## src/rtl/sc_rx_pkg.sv

```systemverilog
// Package: shared types for the smart card character receiver.
// Assumes one start bit, DATA_W data bits and one parity bit per frame.
package sc_rx_pkg;
    typedef enum logic [2:0] {
        S_IDLE    = 3'd0,
        S_START   = 3'd1,
        S_DATA    = 3'd2,
        S_PARITY  = 3'd3,
        S_ERRWAIT = 3'd4,
        S_ERRDRV  = 3'd5,
        S_GUARD   = 3'd6
    } rx_state_t;
endpackage

```

## src/rtl/sc_etu_timer.sv

```systemverilog
// Module: down-counting interval timer.
// After a load with value N, `done` is high in the cycle before the N-th
// edge that follows the load, so the owner acts exactly N cycles after loading.
// Assumes N >= 1. A load issued in the same cycle as `done` restarts the count.
module sc_etu_timer #(
    parameter int DIV_W = 12
) (
    input  logic             clk,
    input  logic             rst_n,
    input  logic             load,
    input  logic [DIV_W-1:0] load_val,
    output logic             done
);
    logic [DIV_W-1:0] cnt;

    // Load the interval or count down to zero and stop there.
    always_ff @(posedge clk) begin
        if (!rst_n)          cnt <= '0;
        else if (load)       cnt <= load_val;
        else if (cnt != '0)  cnt <= cnt - 1'b1;
    end

    // The interval ends when the count is about to reach zero.
    always_comb done = (cnt == DIV_W'(1));
endmodule

```

## src/rtl/sc_rx_seq.sv

```systemverilog
// Module: frame sequencer. Handles start confirmation, mid-bit sampling,
// the parity check, the error-signal window and the guard time.
// Assumes `line_s` is already synchronized to clk.
// `fin` is a one-cycle pulse at the parity sample. `bad` and `byte_out` are
// valid during that pulse.
module sc_rx_seq
    import sc_rx_pkg::*;
#(
    parameter int DIV_W  = 12,
    parameter int DATA_W = 8
) (
    input  logic              clk,
    input  logic              rst_n,
    input  logic              rx_en,
    input  logic              line_s,
    input  logic [DIV_W-1:0]  etu_div,
    input  logic              tmr_done,
    output logic              tmr_load,
    output logic [DIV_W-1:0]  tmr_val,
    output logic              fin,
    output logic              bad,
    output logic [DATA_W-1:0] byte_out,
    output logic              drive_low
);
    localparam int CNT_W = $clog2(DATA_W + 1);

    rx_state_t         state, nxt;
    logic [CNT_W-1:0]  bitcnt;
    logic [DATA_W-1:0] sh;
    logic [DIV_W-1:0]  half_etu;

    // Half an ETU, never shorter than one cycle.
    always_comb half_etu = ((etu_div >> 1) == '0) ? DIV_W'(1) : (etu_div >> 1);

    // Choose the next state and reload the timer on each transition.
    always_comb begin
        nxt      = state;
        tmr_load = 1'b0;
        tmr_val  = etu_div;
        fin      = 1'b0;
        unique case (state)
            S_IDLE: if (!line_s) begin
                nxt = S_START; tmr_load = 1'b1; tmr_val = half_etu;
            end
            S_START: if (tmr_done) begin
                nxt      = line_s ? S_IDLE : S_DATA;
                tmr_load = !line_s;
            end
            S_DATA: if (tmr_done) begin
                tmr_load = 1'b1;
                if (bitcnt == CNT_W'(DATA_W - 1)) nxt = S_PARITY;
            end
            S_PARITY: if (tmr_done) begin
                fin      = 1'b1;
                tmr_load = 1'b1;
                nxt      = bad ? S_ERRWAIT : S_GUARD;
            end
            S_ERRWAIT: if (tmr_done) begin
                nxt = S_ERRDRV; tmr_load = 1'b1;
            end
            S_ERRDRV: if (tmr_done) begin
                nxt = S_GUARD; tmr_load = 1'b1;
            end
            S_GUARD: if (tmr_done) nxt = S_IDLE;
            default: nxt = S_IDLE;
        endcase
        if (!rx_en) begin
            nxt      = S_IDLE;
            tmr_load = 1'b0;
            fin      = 1'b0;
        end
    end

    // Advance the frame state.
    always_ff @(posedge clk) begin
        if (!rst_n) state <= S_IDLE;
        else        state <= nxt;
    end

    // Shift data bits in LSB first and count them.
    always_ff @(posedge clk) begin
        if (!rst_n) begin
            sh     <= '0;
            bitcnt <= '0;
        end else if (state == S_START) begin
            bitcnt <= '0;
        end else if (state == S_DATA && tmr_done) begin
            sh     <= {line_s, sh[DATA_W-1:1]};
            bitcnt <= bitcnt + 1'b1;
        end
    end

    // Even parity over the data and parity bits; `bad` is read only in S_PARITY.
    always_comb bad = (^sh) ^ line_s;
    always_comb byte_out = sh;

    // Pull the line low only inside the error-signal ETU.
    always_comb drive_low = (state == S_ERRDRV);
endmodule

```

## src/rtl/sc_rx_flags.sv

```systemverilog
// Module: data register, status flags, DMA request and interrupt requests.
// Assumes `fin` is a single-cycle pulse. In every flag a set beats a clear.
module sc_rx_flags #(
    parameter int DATA_W = 8
) (
    input  logic              clk,
    input  logic              rst_n,
    input  logic              fin,
    input  logic              bad,
    input  logic [DATA_W-1:0] byte_in,
    input  logic              irq_en,
    input  logic              clr_rdy,
    input  logic              clr_perr,
    input  logic              clr_ovr,
    input  logic              dma_ack,
    output logic [DATA_W-1:0] rd_data,
    output logic              rdy,
    output logic              perr,
    output logic              ovr,
    output logic              rxi,
    output logic              eri,
    output logic              dma_req
);
    logic set_rdy, set_perr, set_ovr, load_data;

    // Decode the completion event into the individual flag sets.
    always_comb begin
        load_data = fin && !rdy;
        set_rdy   = fin && !bad && !rdy;
        set_perr  = fin && bad;
        set_ovr   = fin && rdy;
    end

    // Capture the byte unless an unread byte is waiting.
    always_ff @(posedge clk) begin
        if (!rst_n)         rd_data <= '0;
        else if (load_data) rd_data <= byte_in;
    end

    // Ready flag: set by a good character; cleared by software or a DMA acknowledge.
    always_ff @(posedge clk) begin
        if (!rst_n)                  rdy <= 1'b0;
        else if (set_rdy)            rdy <= 1'b1;
        else if (clr_rdy || dma_ack) rdy <= 1'b0;
    end

    // Parity-error flag: sticky until a write-one clear.
    always_ff @(posedge clk) begin
        if (!rst_n)        perr <= 1'b0;
        else if (set_perr) perr <= 1'b1;
        else if (clr_perr) perr <= 1'b0;
    end

    // Overrun flag: sticky until a write-one clear.
    always_ff @(posedge clk) begin
        if (!rst_n)       ovr <= 1'b0;
        else if (set_ovr) ovr <= 1'b1;
        else if (clr_ovr) ovr <= 1'b0;
    end

    // Derive the requests from the flags.
    always_comb begin
        rxi     = rdy && irq_en;
        eri     = (perr || ovr) && irq_en;
        dma_req = rdy;
    end
endmodule

```

## src/rtl/sc_char_rx.sv

```systemverilog
// Module: top of the smart card character receiver.
// Synchronizes the shared line, then connects the timer, the sequencer and
// the flag logic. Assumes etu_div >= 2 and that etu_div does not change
// while a frame is in progress.
module sc_char_rx #(
    parameter int DIV_W  = 12,
    parameter int DATA_W = 8
) (
    input  logic              clk,
    input  logic              rst_n,
    input  logic              rx_en,
    input  logic              rx_irq_en,
    input  logic [DIV_W-1:0]  etu_div,
    input  logic              io_in,
    output logic              io_drive_low,
    output logic [DATA_W-1:0] rd_data,
    output logic              rdy_flag,
    output logic              perr_flag,
    output logic              ovr_flag,
    input  logic              clr_rdy,
    input  logic              clr_perr,
    input  logic              clr_ovr,
    output logic              dma_req,
    input  logic              dma_ack,
    output logic              rxi_irq,
    output logic              eri_irq
);
    logic [1:0]        sync_q;
    logic              line_s;
    logic              tmr_load, tmr_done;
    logic [DIV_W-1:0]  tmr_val;
    logic              fin_w, bad_w;
    logic [DATA_W-1:0] byte_w;

    // Two-flop synchronizer for the line; it idles high.
    always_ff @(posedge clk) begin
        if (!rst_n) sync_q <= 2'b11;
        else        sync_q <= {sync_q[0], io_in};
    end
    always_comb line_s = sync_q[1];

    sc_etu_timer #(.DIV_W(DIV_W)) u_tmr (
        .clk      (clk),
        .rst_n    (rst_n),
        .load     (tmr_load),
        .load_val (tmr_val),
        .done     (tmr_done)
    );

    sc_rx_seq #(.DIV_W(DIV_W), .DATA_W(DATA_W)) u_seq (
        .clk       (clk),
        .rst_n     (rst_n),
        .rx_en     (rx_en),
        .line_s    (line_s),
        .etu_div   (etu_div),
        .tmr_done  (tmr_done),
        .tmr_load  (tmr_load),
        .tmr_val   (tmr_val),
        .fin       (fin_w),
        .bad       (bad_w),
        .byte_out  (byte_w),
        .drive_low (io_drive_low)
    );

    sc_rx_flags #(.DATA_W(DATA_W)) u_flags (
        .clk      (clk),
        .rst_n    (rst_n),
        .fin      (fin_w),
        .bad      (bad_w),
        .byte_in  (byte_w),
        .irq_en   (rx_irq_en),
        .clr_rdy  (clr_rdy),
        .clr_perr (clr_perr),
        .clr_ovr  (clr_ovr),
        .dma_ack  (dma_ack),
        .rd_data  (rd_data),
        .rdy      (rdy_flag),
        .perr     (perr_flag),
        .ovr      (ovr_flag),
        .rxi      (rxi_irq),
        .eri      (eri_irq),
        .dma_req  (dma_req)
    );
endmodule

```

## config.mk

```make
export PLATFORM = sky130hd
export DESIGN_NAME = sc_char_rx
export DESIGN_NICKNAME = d
export VERILOG_FILES = /design/src/rtl/sc_rx_pkg.sv /design/src/rtl/sc_etu_timer.sv /design/src/rtl/sc_rx_seq.sv /design/src/rtl/sc_rx_flags.sv /design/src/rtl/sc_char_rx.sv
export SDC_FILE = /design/constraint.sdc
export NUM_CORES = 1
export LEC_CHECK = 0
export ABC_AREA = 1
export BUFFER_PORTS_ARGS = -buffer_cell sky130_fd_sc_hd__buf_2
export CORE_AREA = 10 10 85 87
export DETAILED_ROUTE_END_ITERATION = 10
export DIE_AREA = 0 0 95 97
export GPL_TIMING_DRIVEN = 1
export HOLD_SLACK_MARGIN = 0.1
export MAX_ROUTING_LAYER = met4
export PLACE_DENSITY = 0.67
export SYNTH_ARGS = -nofsm -noshare
export SYNTH_HDL_FRONTEND = slang
export SYNTH_HIERARCHICAL = 1
export SYNTH_SLANG_ARGS = --single-unit
```

## constraint.sdc

```tcl
create_clock -name clk -period 1.75 [get_ports clk]
set_input_delay 0.4375 -clock clk [delete_from_list [all_inputs] [get_ports clk]]
set_output_delay 0.4375 -clock clk [all_outputs]
set_load 0.01 [all_outputs]
```

==> results of run 1 <==
registers in the layout, summed over array words and instances, names as in the netlist:
name and flops:
u_flags/dma_req 1, u_seq/state 3, u_seq/bitcnt 4, u_flags/rd_data 8
u_seq/byte_out 8, u_flags/ovr 1, sync_q 2, u_flags/perr 1
u_tmr/cnt 12
cell families after synthesis:
group           Yosys count  synth area share
fa+ha+maj                 4            0.0204
buf+inv                  78             0.139
compound gates           64             0.149
xor+xnor                  1           0.00357
simple gates            199             0.363
flops                    40             0.326
area by class of cell:
| type | instances | area, um^2 | share of cell area |
|---|---|---|---|
| multi-input cells | 268 | 1400 | 0.444 |
| inverters | 68 | 263 | 0.0832 |
| clock buffers | 5 | 68.8 | 0.0218 |
| repair buffers | 72 | 478 | 0.151 |
| clock inverters | 3 | 46.3 | 0.0147 |
| well taps | 72 | 90.1 | 0.0285 |
| flip-flops and latches | 40 | 810 | 0.256 |
timing repair:
item / CTS / global route
resized for setup: 12 / 25
pin swaps: 6 / 17
setup endpoints to repair: 18 / 20
setup buffers: 2 / 4
routing by layer:
layer	part of all wire	track usage	wire length, um	up-vias
met5	0	-	0	-
met4	0.012	0.0389	68	0
met3	0.049	0.0324	277	4
met2	0.44	0.193	2520	41
met1	0.50	0.166	2820	1064
li1	-	-	-	1338
synth_stat cells (2+ instances only):
library cell and number:
nand2_1 97, inv_1 62, nor2_1 53, dfxtp_1 40, a21oi_1 22, o21ai_0 22
nand3_1 18, nor2_2 8, inv_2 5, nand2_2 5, o21ai_1 5, buf_2 4
buf_6 4, ha_1 4, o211ai_1 4, nand2_4 3, nor2_4 2, nor3_1 2
nor4_1 2, o21a_1 2, or2_2 2
worst max-delay path: cells and delay by family (launching register included):
kind                   cells  cell delay, ns
AO/OA/AOI/OAI              3            0.34
buffers and inverters      4            0.27
flip-flops                 1            0.34
AND/OR/NAND/NOR            8            0.65
worst max-delay path by stage:
| stage | startpoint | end | slack [ns] | depth (start not counted) |
|---|---|---|---|---|
| after detailed placement | u_tmr/cnt[1] | u_tmr/cnt[0] | -0.05 | 14 |
| after global routing | u_tmr/cnt[7] | u_tmr/cnt[7] | -0.08 | 17 |
| after CTS | u_tmr/cnt[1] | u_tmr/cnt[9] | 0.004 | 16 |
| after global placement | u_seq/state[2] | u_tmr/cnt[0] | -0.03 | 12 |
| final | u_tmr/cnt[5] | u_tmr/cnt[4] | 0.06 | 15 |
| after floorplan | u_tmr/cnt[1] | u_tmr/cnt[9] | -0.008 | 17 |
power breakdown:
| part | leakage [nW] | switching, mW | total, mW | internal [mW] |
|---|---|---|---|---|
| logic | 1.18 | 0.962 | 1.66 | 0.697 |
| registers | 0.328 | 0.0802 | 1.10 | 1.02 |
| clock network | 0.0548 | 0.344 | 0.774 | 0.430 |
per-stage QoR:
step / power (mW) / hold WS, ns / setup slack, ns / cells / utilization
6_report: 3.54 / 0.312 / 0.0618 / 528 / 0.577
3_3_place_gp: 2.49 / 0.384 / -0.0269 / 515 / 0.530
3_5_place_dp: 2.49 / 0.394 / -0.0541 / 515 / 0.530
5_1_grt: 3.79 / 0.325 / -0.0789 / 528 / 0.577
2_1_floorplan: 2.02 / 0.380 / -0.00779 / 386 / -
4_1_cts: 3.37 / 0.298 / 0.00436 / 525 / 0.560
cell usage in the layout (no fill, tap or decap), types with 2 or more instances in the layout:
cell type,count
o21ai_2,3
nor2_4,8
or2_2,2
nor2_1,44
o21ai_0,19
o211ai_1,4
o21a_1,2
a21oi_1,19
dfxtp_2,7
nor2_2,11
ha_1,4
o21ai_1,6
nor4_1,2
inv_1,58
nor3_1,2
dfxtp_1,33
clkbuf_8,5
nand3_1,17
buf_12,2
a21oi_2,4
nand2_2,6
nand2_4,4
buf_4,35
buf_2,35
inv_2,9
nand2_1,95
==> run summary, run 1 <==
status = finished clean
max_cap viols = 0
Pleak = 1.56 nW
top cells by area, synth = dfxtp_1 33%, nand2_1 15%, inv_1 9.5%
std cell rows = 27
grt total ovfl = 0
largest stage delay on the critical path = 0.34 ns
Initial Utilization = 0.449
final wirelength = 5680 um
syn_area_per_cell = 6.36 um^2
drt first pass iters = 4
ratio of cells with drive above 1 in the final layout = 0.307
Post-Syn Area = 2460 um^2
number of flops mapped to enable cells by yosys = 0
Clock Sinks = 40
CP Max Fanout = 8
Placed Instance Area = 2900 um^2
wire per inst = 10.8 um
CP Launch Type = flop
routed vias = 2447
Final setup violation count = 0
Synth Instances = 386
I/O Pins = 36
Port Buffers = 35
Routed Antenna Nets = 0
worst flop-to-flop path endpoint = u_tmr/cnt[4]
hold path cells = 3
Ant. Diodes = 0
gr usage total = 0.129
Final Max Slew Viols = 0
RSZ-0062 raised after global routing = yes
hold crit path type = in2reg
Reg2Reg Launch Point = u_tmr/cnt[5]
CP endpoint kind = flop
Worst Reg2Reg Path Length in Cells = 15
YS warnings = 6
fin crit period = 1.69 ns
RD Place Congestion = 0.894
Layout area overhead = 28.5%
TNS Setup = 0 ns
Pwr Density = 1120 nW/um^2
Hold Vio Cnt, Final = 0
Fill cells = 560
top-area cell type share of the netlist area = 0.326
sequential share of the synthesized area = 0.326
Num CTS Buffers = 5
clk_skew = 0.00375 ns
Die Width = 95 um
Slew headroom = 0.789
async set-reset flop share out of synthesis = 0
worst slew pin tran = 0.314 ns
Distinct cells, synth = 41
f_max = 592 MHz
CP required = 1.97 ns
area of the core = 5470 um^2
DRC viols = 0
Hold-fix buffers, CTS = 0
reg2reg setup slack = 0.06 ns
syn nets = 411
CP Cell Sequence = nor2_4 > nand2_2 > inv_2 > nand2_2 > nor2_4 > inv_2 > a21oi_2 > o21ai_2 > inv_2 > inv_8 > nand2_4 > nor2_4 > nand2_4 > nand2_4 > a31oi_1
CP max stage cell = dfxtp_2
CTS tree = built
nets = 480
first-pass GRT wire length = 9740 um
Die Y-Extent = 97 um
Clock Path Buffers = 2
largest net degree at the start of global routing = 17
DR iter-0 viols = 112
cell taking the most area after synthesis = dfxtp_1
dominant synthesized flop cell = dfxtp_1
vias per cell = 4.63
Synth Register Bits = 40
Hold Startpoint = io_in
worst-skew pair later-pin latency = 0.29 ns
hold endpoint = sync_q[0]
Clk pin slew, worst setup/hold paths = 0.08 ns
VDD IR max = 0.472 mV
H-tree depth = 2
initial antenna violation count = 0
WS Path Type = reg2reg
Final Cycle Share = 0.965
Detail Placement HPWL = 4370 um
die area = 9220 um^2
vias in the first global route = 2293
data arrival time of the critical path = 1.91 ns
post-route cell area = 3160 um^2
CTS root buf = clkbuf_8
(Power assumes the default switching activity.)
==> run 2: changes to the inputs <==
CELL_PAD_IN_SITES_DETAIL_PLACEMENT = 0   (was unset)
CELL_PAD_IN_SITES_GLOBAL_PLACEMENT = 1   (was unset)
CORE_AREA = 10 10 94 96   (was 10 10 85 87)
DIE_AREA = 0 0 104 106   (was 0 0 95 97)
PLACE_DENSITY = unset   (was 0.67)
PLACE_DENSITY_LB_ADDON = 0.1   (was unset)
==> run 2 against run 1 <==
  * Register-to-register slack improved by 0.03 ns
  * Global-route usage shrank 1.6 points
  * Final area up 2.0%
  * Utilization shrank 12 points
  * Wire length grew 3.9%
  * Flip-flop and latch count unchanged
  * Count of clock-buffer cells in the layout is 1 higher
  * Via count is 1.4% lower
  * Critical path type unchanged
  * Critical endpoint is now u_tmr/cnt[0]
==> run summary, run 2 (same netlist as run 1, synthesis figures left out) <==
area of the multi-input gates = 1390 um^2 (-0.98%)
clock share of power = 0.225 (+0.006)
CTS root buf = clkbuf_8
Comb power frac = 0.463 (-0.006)
CP max stage cell = dfxtp_2
FF/Latch Area = 813 um^2 (+0.46%)
Final setup violation count = 0 (unchanged)
register share of total power = 0.312 (about the same)
clk_skew = 0.00982 ns (+0.00606 ns)
Clock Sinks = 40 (unchanged)
RSZ-0062 raised after global routing = yes
routed vias = 2412 (-1.4%)
worst slew pin tran = 0.347 ns (+0.0326 ns)
max FFs per register = 12 (unchanged)
final non-filler cell total = 558 (+5.7%)
reg2reg setup slack = 0.09 ns (+0.03 ns)
Pleak = 1.58 nW (+1.6%)
Sw Share = 0.377 (-0.0148)
f_max = 604 MHz (+1.9%)
placed cell count = 545 (+5.8%)
post-route cell area = 3220 um^2 (+2.0%)
drt first pass iters = 4 (unchanged)
final wirelength = 5900 um (+3.9%)
leading cell type in the layout, fill and taps excluded = nand2_1
WS Path Type = reg2reg
Worst Reg2Reg Path Length in Cells = 14 (-1)
Routed Antenna Nets = 0 (unchanged)
hold endpoint = sync_q[0]
Initial Utilization = 0.348 (-0.101)
fin worst setup slack = 0.0934 ns (+0.0316 ns)
Die Width = 104 um (+9.5%)
Ant. Diodes = 0 (unchanged)
Slew headroom = 0.769 (-0.0198)
die area = 11000 um^2 (+20%)
CTS tree = built
Pwr Density = 1100 nW/um^2 (-2.1%)
initial antenna violation count = 0 (unchanged)
max_cap viols = 0 (unchanged)
grt total ovfl = 0 (unchanged)
CP required = 1.93 ns (-0.04 ns)
Die Y-Extent = 106 um (+9.3%)
largest stage delay on the critical path = 0.33 ns (about the same)
data arrival time of the critical path = 1.84 ns (-0.07 ns)
fin crit period = 1.66 ns (-0.0316 ns)
Num CTS Buffers = 5 (unchanged)
Detail Placement HPWL = 4800 um (+9.8%)
Tot Pwr = 3.53 mW (-0.17%)
most frequent cells in the layout = 96 x nand2_1, 58 x inv_1, 46 x nor2_1, 36 x buf_4, 35 x buf_2
DR iter-0 viols = 53 (-53%)
std cell rows = 31 (+15%)
H-tree depth = 2 (unchanged)
Place WS = -0.0690 ns (-0.0149 ns)
VDD IR max = 0.433 mV (-8.3%)
Clock Path Buffers = 2 (unchanged)
first-pass GRT wire length = 10200 um (+5.0%)
DRC viols = 0 (unchanged)
hold path cells = 3 (unchanged)
gr usage total = 0.113 (-0.0161)
Hold Vio Cnt, Final = 0 (unchanged)
RD Place Congestion = 0.855 (-4.4%)
ratio of cells with drive above 1 in the final layout = 0.307 (about the same)
CP Max Fanout = 9 (+1)
Reg2Reg Launch Point = u_tmr/cnt[1]
worst-skew pair later-pin latency = 0.29 ns (about the same)
Pint = 2.20 mW (+2.3%)
Clk pin slew, worst setup/hold paths = 0.08 ns (about the same)
vias in the first global route = 2258 (-1.5%)
Fill cells = 781 (+39%)
Placed Instance Area = 2970 um^2 (+2.4%)
Hold Startpoint = io_in
status = finished clean
register with the most flip-flops = u_tmr/cnt
vias per cell = 4.32 (-6.7%)
sw power = 1.33 mW (-3.9%)
Final Max Slew Viols = 0 (unchanged)
CP Cell Sequence = inv_1 > ha_1 > nand2_2 > nor2_4 > inv_2 > a21oi_2 > o21ai_2 > inv_2 > inv_8 > nand2_4 > nor2_4 > nand2_4 > o21ai_0 > nor2_1
Layout area overhead = 31.1%
area of the core = 7060 um^2 (+29%)
CP Launch Type = flop
I/O Pins = 36 (unchanged)
wire per inst = 10.6 um (-1.7%)
worst flop-to-flop path endpoint = u_tmr/cnt[0]
Port Buffers = 35 (unchanged)
largest net degree at the start of global routing = 17 (unchanged)
Final Cycle Share = 0.947 (-0.0181)
hold crit path type = in2reg
Hold WS = 0.305 ns (-0.00764 ns)
CP endpoint kind = flop
nets = 483 (+0.63%)
## run 2: worst max-delay path: cells and delay by family, from the launching register on
family | cells | cell delay (ns)
adder cells (fa/ha/maj) | 1 | 0.18
AND/OR/NAND/NOR | 6 | 0.46
flip-flops | 1 | 0.33
buffers and inverters | 4 | 0.26
AO/OA/AOI/OAI | 3 | 0.33
## run 2: layout make-up
| class | instances | share of cell area |
|---|---|---|
| Clock buffer | 6 | 0.0257 |
| Clock inverter | 2 | 0.0120 |
| Inverter | 68 | 0.0824 |
| Multi-Input combinational cell | 268 | 0.431 |
| Sequential cell | 40 | 0.253 |
| Tap cell | 99 | 0.0385 |
| Timing Repair Buffer | 75 | 0.158 |
## run 2: worst max path at each step
stage	start	endpoint	slack, ns	cells past startpoint
2_1_floorplan	u_tmr/cnt[1]	u_tmr/cnt[9]	-0.008	17
6_report	u_tmr/cnt[1]	u_tmr/cnt[0]	0.09	14
3_3_place_gp	u_seq/state[2]	u_tmr/cnt[0]	-0.10	12
3_5_place_dp	u_seq/state[2]	u_tmr/cnt[0]	-0.07	12
4_1_cts	u_tmr/cnt[6]	u_tmr/cnt[9]	0.02	17
5_1_grt	u_tmr/cnt[5]	u_tmr/cnt[9]	-0.08	17
## run 2: layer usage
metal / track usage / vias up / wire length [um]
met5: - / - / 0
met1: 0.152 / 1029 / 3150
met4: 0.0358 / 0 / 73
met3: 0.0314 / 5 / 284
met2: 0.159 / 42 / 2390
li1: - / 1336 / -
## run 2: through the flow
step,setup TNS (ns),util
final,0,0.456
after global routing,-0.297,0.456
after CTS,0,0.442
after detailed placement,-0.173,0.420
after global placement,-0.198,0.420
after floorplan,-0.00779,-
## run 2: power groups by stage
stage          sequential, mW  clock, mW  combinational [mW]
6_report                 1.10      0.795                1.64
3_5_place_dp             1.10          0                1.44
2_1_floorplan            1.11          0               0.912
3_3_place_gp             1.09          0                1.46
4_1_cts                  1.08      0.823                1.50
5_1_grt                  1.12      0.876                1.85
## run 2: timing repair
action,4_1_cts,5_1_grt
hold buffers,0,0
pin swaps,4,7
resized for setup,10,25
endpoints found under the setup margin,12,21
buffers inserted,1,4
==> run 3: changes to the inputs <==
CORE_AREA = 10 10 90 92   (was 10 10 94 96)
DIE_AREA = 0 0 100 102   (was 0 0 104 106)
clock period = 1.6 ns   (was 1.75 ns; I/O delays follow)
==> run 3 against run 2 <==
  * The run now ends with setup timing left
  * Count of clock-buffer cells in the layout did not move
  * Final cell count fell by 3.0%
  * Worst setup slack got worse by 0.17 ns
  * Fmax fell by 1.1%
  * Global-route usage rose by 1.0 points
  * First-iteration DRC count rose by 70%
  * Power rose by 13%
  * Via count rose by 0.50%
  * Non-clock buffer count rose by 5
  * Clock skew fell by 0.0014 ns
  * Utilization rose by 6.5 points
  * Critical endpoint is now u_tmr/cnt[9]
  * Largest power group unchanged
==> run summary, run 3 (same netlist as run 1, synthesis figures left out) <==
area of the core = 6280 um^2 (-11%)
worst-skew pair later-pin latency = 0.29 ns (about the same)
met3 routed WL = 376 um (+32%)
Ant. Diodes = 0 (unchanged)
max FFs per register = 12 (unchanged)
RD Place Congestion = 0.862 (+0.75%)
Final setup violation count = 11 (+11)
leading cell type in the layout, fill and taps excluded = nand2_1
DR iter-0 viols = 90 (+70%)
Clk pin slew, worst setup/hold paths = 0.08 ns (about the same)
CTS tree = built
crit path from = u_seq/state[2]
Final Util = 0.521 (+0.0650)
initial antenna violation count = 0 (unchanged)
status = complete, but fails checks
clk_skew = 0.00837 ns (-0.00144 ns)
final non-filler cell total = 541 (-3.0%)
Final Cycle Share = 1.05 (+0.100)
Hold-fix buffers, CTS = 0 (unchanged)
Final Max Slew Viols = 0 (unchanged)
Hold Startpoint = io_in
placed cell count = 529 (-2.9%)
H-tree depth = 2 (unchanged)
grt total ovfl = 0 (unchanged)
register with the most flip-flops = u_tmr/cnt
TNS Setup = -0.396 ns (-0.396 ns)
CTS root buf = clkbuf_8
max_cap viols = 0 (unchanged)
Num CTS Buffers = 5 (unchanged)
Placed Instance Area = 3000 um^2 (+1.1%)
hold crit path type = in2reg
drt first pass iters = 4 (unchanged)
nets = 488 (+1.0%)
Die Width = 100 um (-3.8%)
Worst Reg2Reg Path Length in Cells = 14 (unchanged)
data arrival time of the critical path = 1.87 ns (+0.03 ns)
f_max = 597 MHz (-1.1%)
Routed Antenna Nets = 0 (unchanged)
hold path cells = 3 (unchanged)
Fill cells = 649 (-17%)
Clock Sinks = 40 (unchanged)
Pwr Density = 1220 nW/um^2 (+11%)
most frequent cells in the layout = 95 x nand2_1, 57 x inv_1, 45 x nor2_1, 42 x buf_4, 35 x buf_2
Layout area overhead = 33.2%
I/O Pins = 36 (unchanged)
die area = 10200 um^2 (-7.5%)
highest routed layer = met4
CP endpoint kind = flop
Port Buffers = 35 (unchanged)
largest net degree at the start of global routing = 19 (+2)
fin worst setup slack = -0.0754 ns (-0.169 ns)
DRC viols = 0 (unchanged)
failing checks = setup timing
DRT met1 WL = 3210 um (+2.0%)
wire per inst = 11.1 um (+4.8%)
routed vias = 2424 (+0.50%)
gr usage total = 0.123 (+0.0100)
Slew headroom = 0.820 (+0.0507)
Hold Vio Cnt, Final = 0 (unchanged)
CP required = 1.80 ns (-0.13 ns)
Detail Placement HPWL = 4810 um (+0.20%)
Clock Path Buffers = 2 (unchanged)
Reg2Reg Launch Point = u_seq/state[2]
VDD IR max = 0.585 mV (+35%)
post-route cell area = 3270 um^2 (+1.6%)
CP Launch Type = flop
final wirelength = 6000 um (+1.6%)
Die Y-Extent = 102 um (-3.8%)
vias in the first global route = 2269 (+0.49%)
CP Max Fanout = 10 (+1)
Pleak = 1.61 nW (+1.6%)
worst slew pin tran = 0.268 ns (-0.0789 ns)
Met2 Wirelength = 2360 um (-1.5%)
std cell rows = 29 (-6.5%)
first-pass GRT wire length = 10200 um (about the same)
fin crit period = 1.68 ns (+0.0188 ns)
ratio of cells with drive above 1 in the final layout = 0.332 (+0.0247)
WS Path Type = reg2reg
Initial Utilization = 0.391 (+0.0433)
RSZ-0062 raised after global routing = yes
vias per cell = 4.48 (+3.7%)
-- run 3: area by class of cell --
cell class	instances	area [um^2]	share of cell area
well taps	77	96.3	0.0295
inverters	68	263	0.0803
repair buffers	80	542	0.166
clock buffers	6	82.6	0.0252
flip-flops and latches	40	812	0.248
multi-input cells	268	1440	0.439
clock inverters	2	38.8	0.0119
-- run 3: where the power goes --
| part | switching [mW] | total, mW | internal (mW) |
|---|---|---|---|
| Combinational | 1.09 | 1.90 | 0.807 |
| Clock | 0.367 | 0.877 | 0.510 |
| Sequential | 0.0940 | 1.21 | 1.12 |
| Total | 1.55 | 3.99 | 2.44 |
-- run 3: what timing repair did --
item | CTS | global route
endpoints found under the setup margin | 21 | 23
resized for setup | 23 | 18
cloned | 0 | 0
pin swaps | 11 | 5
setup buffers | 3 | 1
-- run 3: worst max-delay path: stages (launching register included) --
cell and delay, ns:
dfxtp_2 0.35, buf_4 0.13, nor2_1 0.07, a21oi_2 0.14, a21oi_2 0.07, o21ai_1 0.15, inv_2 0.08, inv_8 0.09
nand2_4 0.05, nor2_4 0.11, nand2_4 0.09, nand2_4 0.12, nor2_2 0.04, nand2_1 0.06, inv_1 0.03
-- run 3: routing by layer --
layer  global-route usage  vias up
li1                     -     1355
met1                0.170     1011
met2                0.172       53
met3               0.0331        5
met4               0.0293        0
met5                    -        -
-- run 3: final timing paths --
| check | to | slack [ns] |
|---|---|---|
| worst min-delay path | sync_q[0] | 0.27 |
| worst max-delay path | u_tmr/cnt[9] | -0.08 |
| worst min register to register | sync_q[1] | 0.41 |
| worst max register to register | u_tmr/cnt[9] | -0.08 |
-- run 3: metrics by stage --
step,hold WS (ns),setup WS [ns],total power [mW]
after floorplan,0.380,-0.147,2.26
after global placement,0.395,-0.223,2.81
after detailed placement,0.402,-0.205,2.82
after CTS,0.262,-0.0957,3.86
after global routing,0.269,-0.203,4.30
final,0.270,-0.0754,3.99
